==> config.mk <==
export PLATFORM = sky130hd
export DESIGN_NAME = interval_counter
export DESIGN_NICKNAME = d
export VERILOG_FILES = /design/src/rtl/interval_counter.sv
export SDC_FILE = /design/constraint.sdc
export NUM_CORES = 1
export LEC_CHECK = 0
export ABC_AREA = 1
export BUFFER_PORTS_ARGS = -buffer_cell sky130_fd_sc_hd__buf_4
export CAP_MARGIN = 20
export CORE_ASPECT_RATIO = 1.5
export CORE_MARGIN = 5
export CORE_UTILIZATION = 60
export DETAILED_ROUTE_END_ITERATION = 10
export GPL_TIMING_DRIVEN = 1
export PLACE_DENSITY = 0.85
export RECOVER_POWER = 25
export SYNTH_ARGS = -nofsm -noshare
export SYNTH_HDL_FRONTEND = slang
export SYNTH_SLANG_ARGS = --single-unit
export TNS_END_PERCENT = 100
==> constraint.sdc <==
create_clock -name clk -period 4.6 [get_ports clk]
set_input_delay 0.46 -clock clk [delete_from_list [all_inputs] [get_ports clk]]
set_output_delay 0.46 -clock clk [all_outputs]
set_load 0.05 [all_outputs]
==> src/rtl/interval_counter.sv <==
module interval_counter #(
  parameter int CW = 16
) (
  input  logic          clk,
  input  logic          rst_n,
  input  logic          tick,
  input  logic          gate,
  input  logic          load,
  input  logic [CW-1:0] load_value,
  input  logic [2:0]    load_mode,
  output logic          out,
  output logic [CW-1:0] count
);
  localparam int NW = CW + 1;
  localparam logic [NW-1:0] FULL = {1'b1, {CW{1'b0}}};
  localparam logic [NW-1:0] ONE  = {{(NW-1){1'b0}}, 1'b1};
  localparam logic [CW-1:0] DEC  = {{(CW-1){1'b0}}, 1'b1};

  logic [2:0]    mode_q;
  logic [NW-1:0] n_q, e_q, e_nx, half;
  logic [NW:0]   dbl, dbl_mod, cnt_full;
  logic [CW-1:0] dc_q;
  logic          ran_q, gate_q;

  wire rise      = gate & ~gate_q;
  wire gate_free = (mode_q == 3'd1) || (mode_q == 3'd5);
  wire periodic  = (mode_q == 3'd2) || (mode_q == 3'd3);
  wire retrig    = gate_free || periodic;
  wire run       = tick & (gate | gate_free);

  wire [NW-1:0] n_new    = (load_value == '0) ? FULL : {1'b0, load_value};
  wire [2:0]    mode_new = (load_mode[2:1] == 2'b11) ? {1'b0, load_mode[1:0]} : load_mode;

  always_comb begin
    if (periodic)
      e_nx = (e_q == n_q - ONE) ? '0 : e_q + ONE;
    else
      e_nx = (e_q > n_q) ? e_q : e_q + ONE;
  end

  always_ff @(posedge clk or negedge rst_n) begin
    if (!rst_n) begin
      mode_q <= 3'd3;
      n_q    <= FULL;
      e_q    <= '0;
      dc_q   <= '0;
      ran_q  <= 1'b0;
      gate_q <= 1'b0;
    end else begin
      gate_q <= gate;
      if (load) begin
        mode_q <= mode_new;
        n_q    <= n_new;
        e_q    <= '0;
        dc_q   <= load_value;
        ran_q  <= 1'b0;
      end else if (rise && retrig) begin
        e_q    <= '0;
        dc_q   <= n_q[CW-1:0];
        ran_q  <= 1'b0;
      end else if (run) begin
        e_q    <= e_nx;
        dc_q   <= dc_q - DEC;
        ran_q  <= 1'b1;
      end
    end
  end

  assign half    = (n_q + ONE) >> 1;
  assign dbl     = {e_q, 1'b0};
  assign dbl_mod = (dbl >= {1'b0, n_q}) ? dbl - {1'b0, n_q} : dbl;

  always_comb begin
    case (mode_q)
      3'd2:    cnt_full = {1'b0, n_q} - {1'b0, e_q};
      3'd3:    cnt_full = {1'b0, n_q} - dbl_mod;
      default: cnt_full = {2'b00, dc_q};
    endcase
  end
  assign count = cnt_full[CW-1:0];

  always_comb begin
    case (mode_q)
      3'd0:       out = (e_q >= n_q);
      3'd1:       out = (e_q < n_q);
      3'd2:       out = (e_q == '0) && ran_q;
      3'd3:       out = (e_q < half);
      3'd4, 3'd5: out = (e_q == n_q);
      default:    out = 1'b0;
    endcase
  end
endmodule


==> results.toml, run 1 <==
[sta]
setup_viol = 1
setup_ws_ns = -0.009093
fin_skew_ns = 0.005934
setup_tns_ns = -0.009093
fin_crit_sh_pct = 100.2
maxSlewHeadroom_pct = -133.1
hold_viol = 0
drv_slew = 56
grt_setup_unrepaired = "yes"
period_needed_ns = 4.609
timing.fmax_mhz = 217.0
worst_pin_slew_ns = 3.497

[synthesis]
syn_avg_cell_area_sq_um = 6.752
netlist-cell-type-count = 52
synth-main-ff-cell = "dfrtp_1"
ys_warn_count = 0
ys_ff_latch = 55
synth_cells = 992
ys_seq_area_share_pct = 20.61
synth_area_sq_mm = 0.006698
synth_fp_nets = 1087
synthArstFlopShare_pct = 100.0
synth-edff-count = 0
synth_top_area_share_pct = 19.43
synth_area_leader_cell = "dfrtp_1"
synth_area_leaders = "dfrtp_1 (19%), ha_1 (13%), nand2_1 (12%), xor2_1 (6.7%), o21ai_0 (6.7%)"

[floorplanning]
num_rows = 47
ios = 41
start_util_pct = 60.91
die_h_um = 139.4
die-width_um = 96.27
die_area_sq_mm = 0.01342
core_sq_mm = 0.01100

[layout]
fin_util_pct = 73.91
area_growth_pct = 21.35
antenna_cells = 0
final_layout_size_suffix_gt1_share_pct = 21.49
final_cell_mix = "nand2_1 (210), buf_4 (102), inv_1 (94)"
nets = 1178
finalNonFillerCells = 1231
final_common_cell = "nand2_1"

[global_route]
grt_max_degree = 56
grt_use_met1_pct = 38.56
use_met3_pct = 3.402
antenna_found_initial = 0
grt_pass1_vias = 6995
top_usage_layer = "met2"
grt_util_met2_pct = 54.61
grt_pass1_wl_mm = 34.29
overflow = 0
grtUsageTotal_pct = 32.72

[placed_design]
hpwl_mm = 16.81
portBuffers = 40
pre_cts_ws_ns = 0.09236
dp_cells = 1195
gp_congestion = 1.019

[run]
drv_cap = 1

[detailed_routing]
dr_total_vias = 7582
first_iter_violations = 617
post_drt_wl_per_cell_um = 18.79
dr.pass1.iters = 9
vias_per_cell = 6.159
routed_wirelength_mm = 23.13
drtAntennaViolNets = 0
drc = 1

[hold_path]
min_path_type = "input port to register"
min_path_cells = 1

[setup_path]
r2r_slack_ns = 1.29
setup.worst_path.end = "count[14]"
criticalPathCategory = "register to output port"
path_max_fanout = 4
r2r_end = "e_q[8]$_DFFE_PN0P_"
reg2reg_depth = 13
worst_setup_path_start_kind = "register"
cp.required_ns = 4.14
startpoint = "n_q[2]$_DFFE_PN0P_"
r2r-start = "mode_q[1]$_DFFE_PN1P_"
worstSetupEndpointType = "output port"
cp.arrival_ns = 4.15

[clock_network]
cts_buffer_depth = 2
htreeDepth = 2
cts_root_buffer = "clkbuf_16"
clkLatencyLatePin_ns = 0.31
postCtsHoldBufs = 0
cts_buffers = 5
clk_pin_slew_ns = 0.08
cts_tree = "yes"
cts_sinks = 55

[power]
peakVddDrop_mv = 0.1672
finalPower_mw = 2.177
powerDensity_mw_per_mm2 = 267.8
leakage_nw = 3.866

[outcome]
violations = "design-rule violations, max-capacitance violations, max-slew violations, negative setup slack"
status = "complete, but fails checks"
[synth_stat cells (3+ instances only)]
cell type,instances
inv_1,103
or2_2,5
xnor2_1,18
nor2_2,10
nand2_2,3
nand3_1,61
buf_6,3
dfstp_2,3
xor2_1,51
nand2_1,215
a21oi_1,50
a31oi_1,21
nor3_1,14
o211ai_1,9
ha_1,69
a21o_1,7
buf_2,4
inv_2,8
nor2_4,5
nand4_1,25
nor2_1,94
clkbuf_1,20
o21ai_0,89
nor3_2,5
o21bai_1,4
nor4_1,10
dfrtp_1,52
[sequential cells by signal, summed over array words and instances, names as in the netlist]
signal,count
e_q,17
n_q,17
dc_q,16
mode_q,3
gate_q,1
ran_q,1
[cell families (layout without fill, tap and decap cells)]
| logic type | Yosys count | count (layout) | synth area share (%) |
|---|---|---|---|
| simple gates | 459 | 459 | 31.52 |
| fa+ha+maj | 71 | 71 | 13.49 |
| buf+inv | 142 | 234 | 8.444 |
| flops | 55 | 55 | 20.61 |
| xor+xnor | 70 | 70 | 9.359 |
| compound gates | 195 | 195 | 16.59 |
[worst max-delay path, stage by stage (launching register included)]
cell	delay, ns
dfrtp_1	0.41
clkinv_4	0.09
ha_4	0.25
or2_2	0.28
nand3_1	0.10
nand2_2	0.13
a21oi_2	0.20
o21bai_1	0.10
xor2_1	0.18
nand2_1	0.13
o211ai_1	0.15
o21ai_0	0.23
ha_1	0.43
inv_1	0.10
o31ai_1	0.30
a21oi_1	0.08
o21ai_1	0.16
or2_2	0.15
nand3_1	0.08
o21ai_2	0.09
buf_6	0.18
[what timing repair did]
action / CTS / global route
pin swaps: 3 / 28
resized for setup: 9 / 89
setup endpoints to repair: 7 / 11
buffers inserted: 2 / 23
gates cloned: 0 / 3
hold endpoints to repair: 0 / 0
[worst min-delay path by stage]
stage                                to  slack (ns)                start
finish                 gate_q$_DFF_PN0_        0.29                 gate
CTS                  e_q[1]$_DFFE_PN0P_        0.27                rst_n
global route           gate_q$_DFF_PN0_        0.31                 gate
global placement    n_q[16]$_DFFE_PN1P_        0.51  n_q[16]$_DFFE_PN1P_
floorplan           dc_q[0]$_DFFE_PN0P_        0.16                rst_n
detailed placement  n_q[16]$_DFFE_PN1P_        0.52  n_q[16]$_DFFE_PN1P_
[power by group]
part	total (mW)	internal (mW)	switching, mW
clock	0.409	0.203	0.206
combinational	1.19	0.432	0.754
sequential	0.581	0.531	0.0506
total	2.18	1.17	1.01
[area by class of cell]
class / count / area (sq um)
Clock buffer: 6 / 128.9
Inverter: 113 / 435.4
Timing Repair inverter: 1 / 7.507
Timing Repair Buffer: 112 / 874.6
Clock inverter: 2 / 12.51
Multi-Input combinational cell: 795 / 5101
Tap cell: 147 / 183.9
Fill cell: 803 / 2869
Sequential cell: 55 / 1384
[metrics by stage]
stage | instance area, sq um | hold slack [ns]
after global routing | 8128 | 0.3062
after global placement | 7387 | 0.5061
after CTS | 7560 | 0.2658
after detailed placement | 7387 | 0.5217
after floorplan | 6701 | 0.1644
final | 8128 | 0.2941
[metal layers]
layer / vias to the layer above / share of wire [%]
met5: - / 0
li1: 3523 / -
met3: 135 / 7.4
met4: 0 / 8.0
met1: 3478 / 36
met2: 446 / 48
Note: power is estimated with default switching activity, not from simulation.
==> inputs of run 2 (changes only) <==
--- a/config.mk
+++ b/config.mk
@@ -10,10 +10,10 @@
 export CAP_MARGIN = 20
 export CORE_ASPECT_RATIO = 1.5
 export CORE_MARGIN = 5
-export CORE_UTILIZATION = 60
+export CORE_UTILIZATION = 24
 export DETAILED_ROUTE_END_ITERATION = 10
 export GPL_TIMING_DRIVEN = 1
-export PLACE_DENSITY = 0.85
+export PLACE_DENSITY = 0.44
 export RECOVER_POWER = 25
 export SYNTH_ARGS = -nofsm -noshare
 export SYNTH_HDL_FRONTEND = slang
==> run 2 against run 1 <==
  * Global-route usage is 16 points lower
  * Flip-flop and latch count stayed put
  * The run ends with max-capacitance violations, max-slew violations left
  * Critical path depth is 1 lower
  * Wire length is 14% higher
  * Cell count is 16% higher
  * Design area is 3.0% higher
  * Worst setup slack better by 0.16 ns
  * Via count is 8.4% lower
==> results.toml, run 2 (synthesized netlist as in run 1, its figures left out) <==
[sta]
worst_pin_slew_ns = 3.683
timing.fmax_mhz = 224.9
setup_viol = 0
period_needed_ns = 4.447
drv_slew = 56
fin_skew_ns = 0.006655
setup_ws_ns = 0.1528
maxSlewHeadroom_pct = -145.5
fin_crit_sh_pct = 96.68
hold_viol = 0
grt_setup_unrepaired = "yes"

[global_route]
antenna_found_initial = 0
grt_pass1_wl_mm = 39.79
overflow = 0
grt_max_degree = 56
grt_pass1_vias = 6905
grtUsageTotal_pct = 16.37

[detailed_routing]
vias_per_cell = 4.858
dr.pass1.iters = 4
post_drt_wl_per_cell_um = 18.49
drtAntennaViolNets = 0
drc = 0
routed_wirelength_mm = 26.45
dr_total_vias = 6947
first_iter_violations = 233

[layout]
final_common_cell = "nand2_1"
fin_util_pct = 30.13
antenna_cells = 0
nets = 1178
final_cell_mix = "nand2_1 (208), buf_4 (105), inv_1 (96)"
design_area_sq_mm = 0.008368
final_layout_size_suffix_gt1_share_pct = 21.59
area_growth_pct = 24.94
largest_registers = "e_q: 17 flops, n_q: 17 flops, dc_q: 16 flops"

[setup_path]
worstSetupEndpointType = "output port"
criticalPathCategory = "register to output port"
path_max_fanout = 7
cp.arrival_ns = 3.99
worst_setup_path_start_kind = "register"
cp.required_ns = 4.14

[hold_path]
min_path_type = "input port to register"

[clock_network]
cts_tree = "yes"
cts_buffer_depth = 2
clkLatencyLatePin_ns = 0.31
clk_pin_slew_ns = 0.09
cts_root_buffer = "clkbuf_16"
cts_sinks = 55
cts_buffers = 5
htreeDepth = 2
postCtsHoldBufs = 0

[power]
finalPower_mw = 2.190
powerDensity_mw_per_mm2 = 261.8
peakVddDrop_mv = 0.1745
leakage_nw = 3.894

[placed_design]
portBuffers = 40
gp_congestion = 0.8856
pre_cts_ws_ns = 0.03602
hpwl_mm = 21.33
place_area_sq_mm = 0.007734

[floorplanning]
die_area_sq_mm = 0.03142
die_h_um = 214.6
core_sq_mm = 0.02778
ios = 41
start_util_pct = 24.11
num_rows = 75
die-width_um = 146.4

[run]
drv_cap = 1

[outcome]
status = "complete, but fails checks"
violations = "max-capacitance violations, max-slew violations"
==> run 2: worst paths after layout <==
kind | slack (ns) | startpoint | cells past startpoint | end
worst max-delay path | 0.15 | n_q[16]$_DFFE_PN1P_ | 19 | count[14]
worst min-delay path | 0.28 | gate | 1 | gate_q$_DFF_PN0_
worst max register to register | 1.72 | n_q[0]$_DFFE_PN0P_ | 12 | e_q[3]$_DFFE_PN0P_
worst min register to register | 0.54 | mode_q[1]$_DFFE_PN1P_ | 2 | mode_q[1]$_DFFE_PN1P_
max in group asynchronous | 1.11 | rst_n | 1 | dc_q[11]$_DFFE_PN0P_
min in group asynchronous | 1.41 | rst_n | 1 | n_q[3]$_DFFE_PN0P_
==> run 2: layer usage <==
metal / GRT usage (%) / share of wire, % / vias up
li1: - / - / 3515
met4: 8.569 / 5.2 / 0
met2: 30.68 / 53 / 135
met3: 1.247 / 2.1 / 53
met5: 0 / 0 / -
met1: 18.21 / 40 / 3244
==> run 2: area by class of cell <==
type                            count  area, sq um
Timing Repair Buffer              113        880.8
Clock buffer                        5        125.1
Sequential cell                    55         1380
Fill cell                        3049        19410
Clock inverter                      3        20.02
Tap cell                          346        432.9
Multi-Input combinational cell    795         5097
Inverter                          113        431.7
==> run 2: worst max-delay path, cell delays in order (launching register included) <==
cell	delay (ns)
dfstp_2	0.58
inv_4	0.06
ha_4	0.24
nand4_1	0.17
inv_1	0.07
a21oi_2	0.16
nand4_1	0.19
buf_6	0.20
clkbuf_16	0.15
o211ai_1	0.14
o21ai_0	0.17
ha_1	0.38
a21oi_1	0.20
o31ai_1	0.10
a21oi_1	0.12
o21ai_1	0.12
or2_2	0.28
nand3_1	0.06
o21ai_0	0.07
buf_4	0.19
==> run 2: power by group <==
part           switching [mW]  internal (mW)
registers              0.0505          0.530
logic                   0.758          0.428
clock network           0.222          0.203
==> run 2: stage by stage <==
stage / hold WS (ns) / TNS [ns] / cells
after detailed placement: 0.5101 / 0 / 1407
after CTS: 0.2509 / 0 / 1417
after floorplan: 0.1644 / -0.2245 / 992
final: 0.2846 / 0 / 1430
after global routing: 0.2830 / -0.05668 / 1430
after global placement: 0.5296 / 0 / 1407
==> run 2: timing repair <==
action                                  4_1_cts  5_1_grt
endpoints found under the setup margin        8       10
setup buffers                                 2       11
pin swaps                                     7       20
gates resized for setup                      24       76
cloned                                        0        2
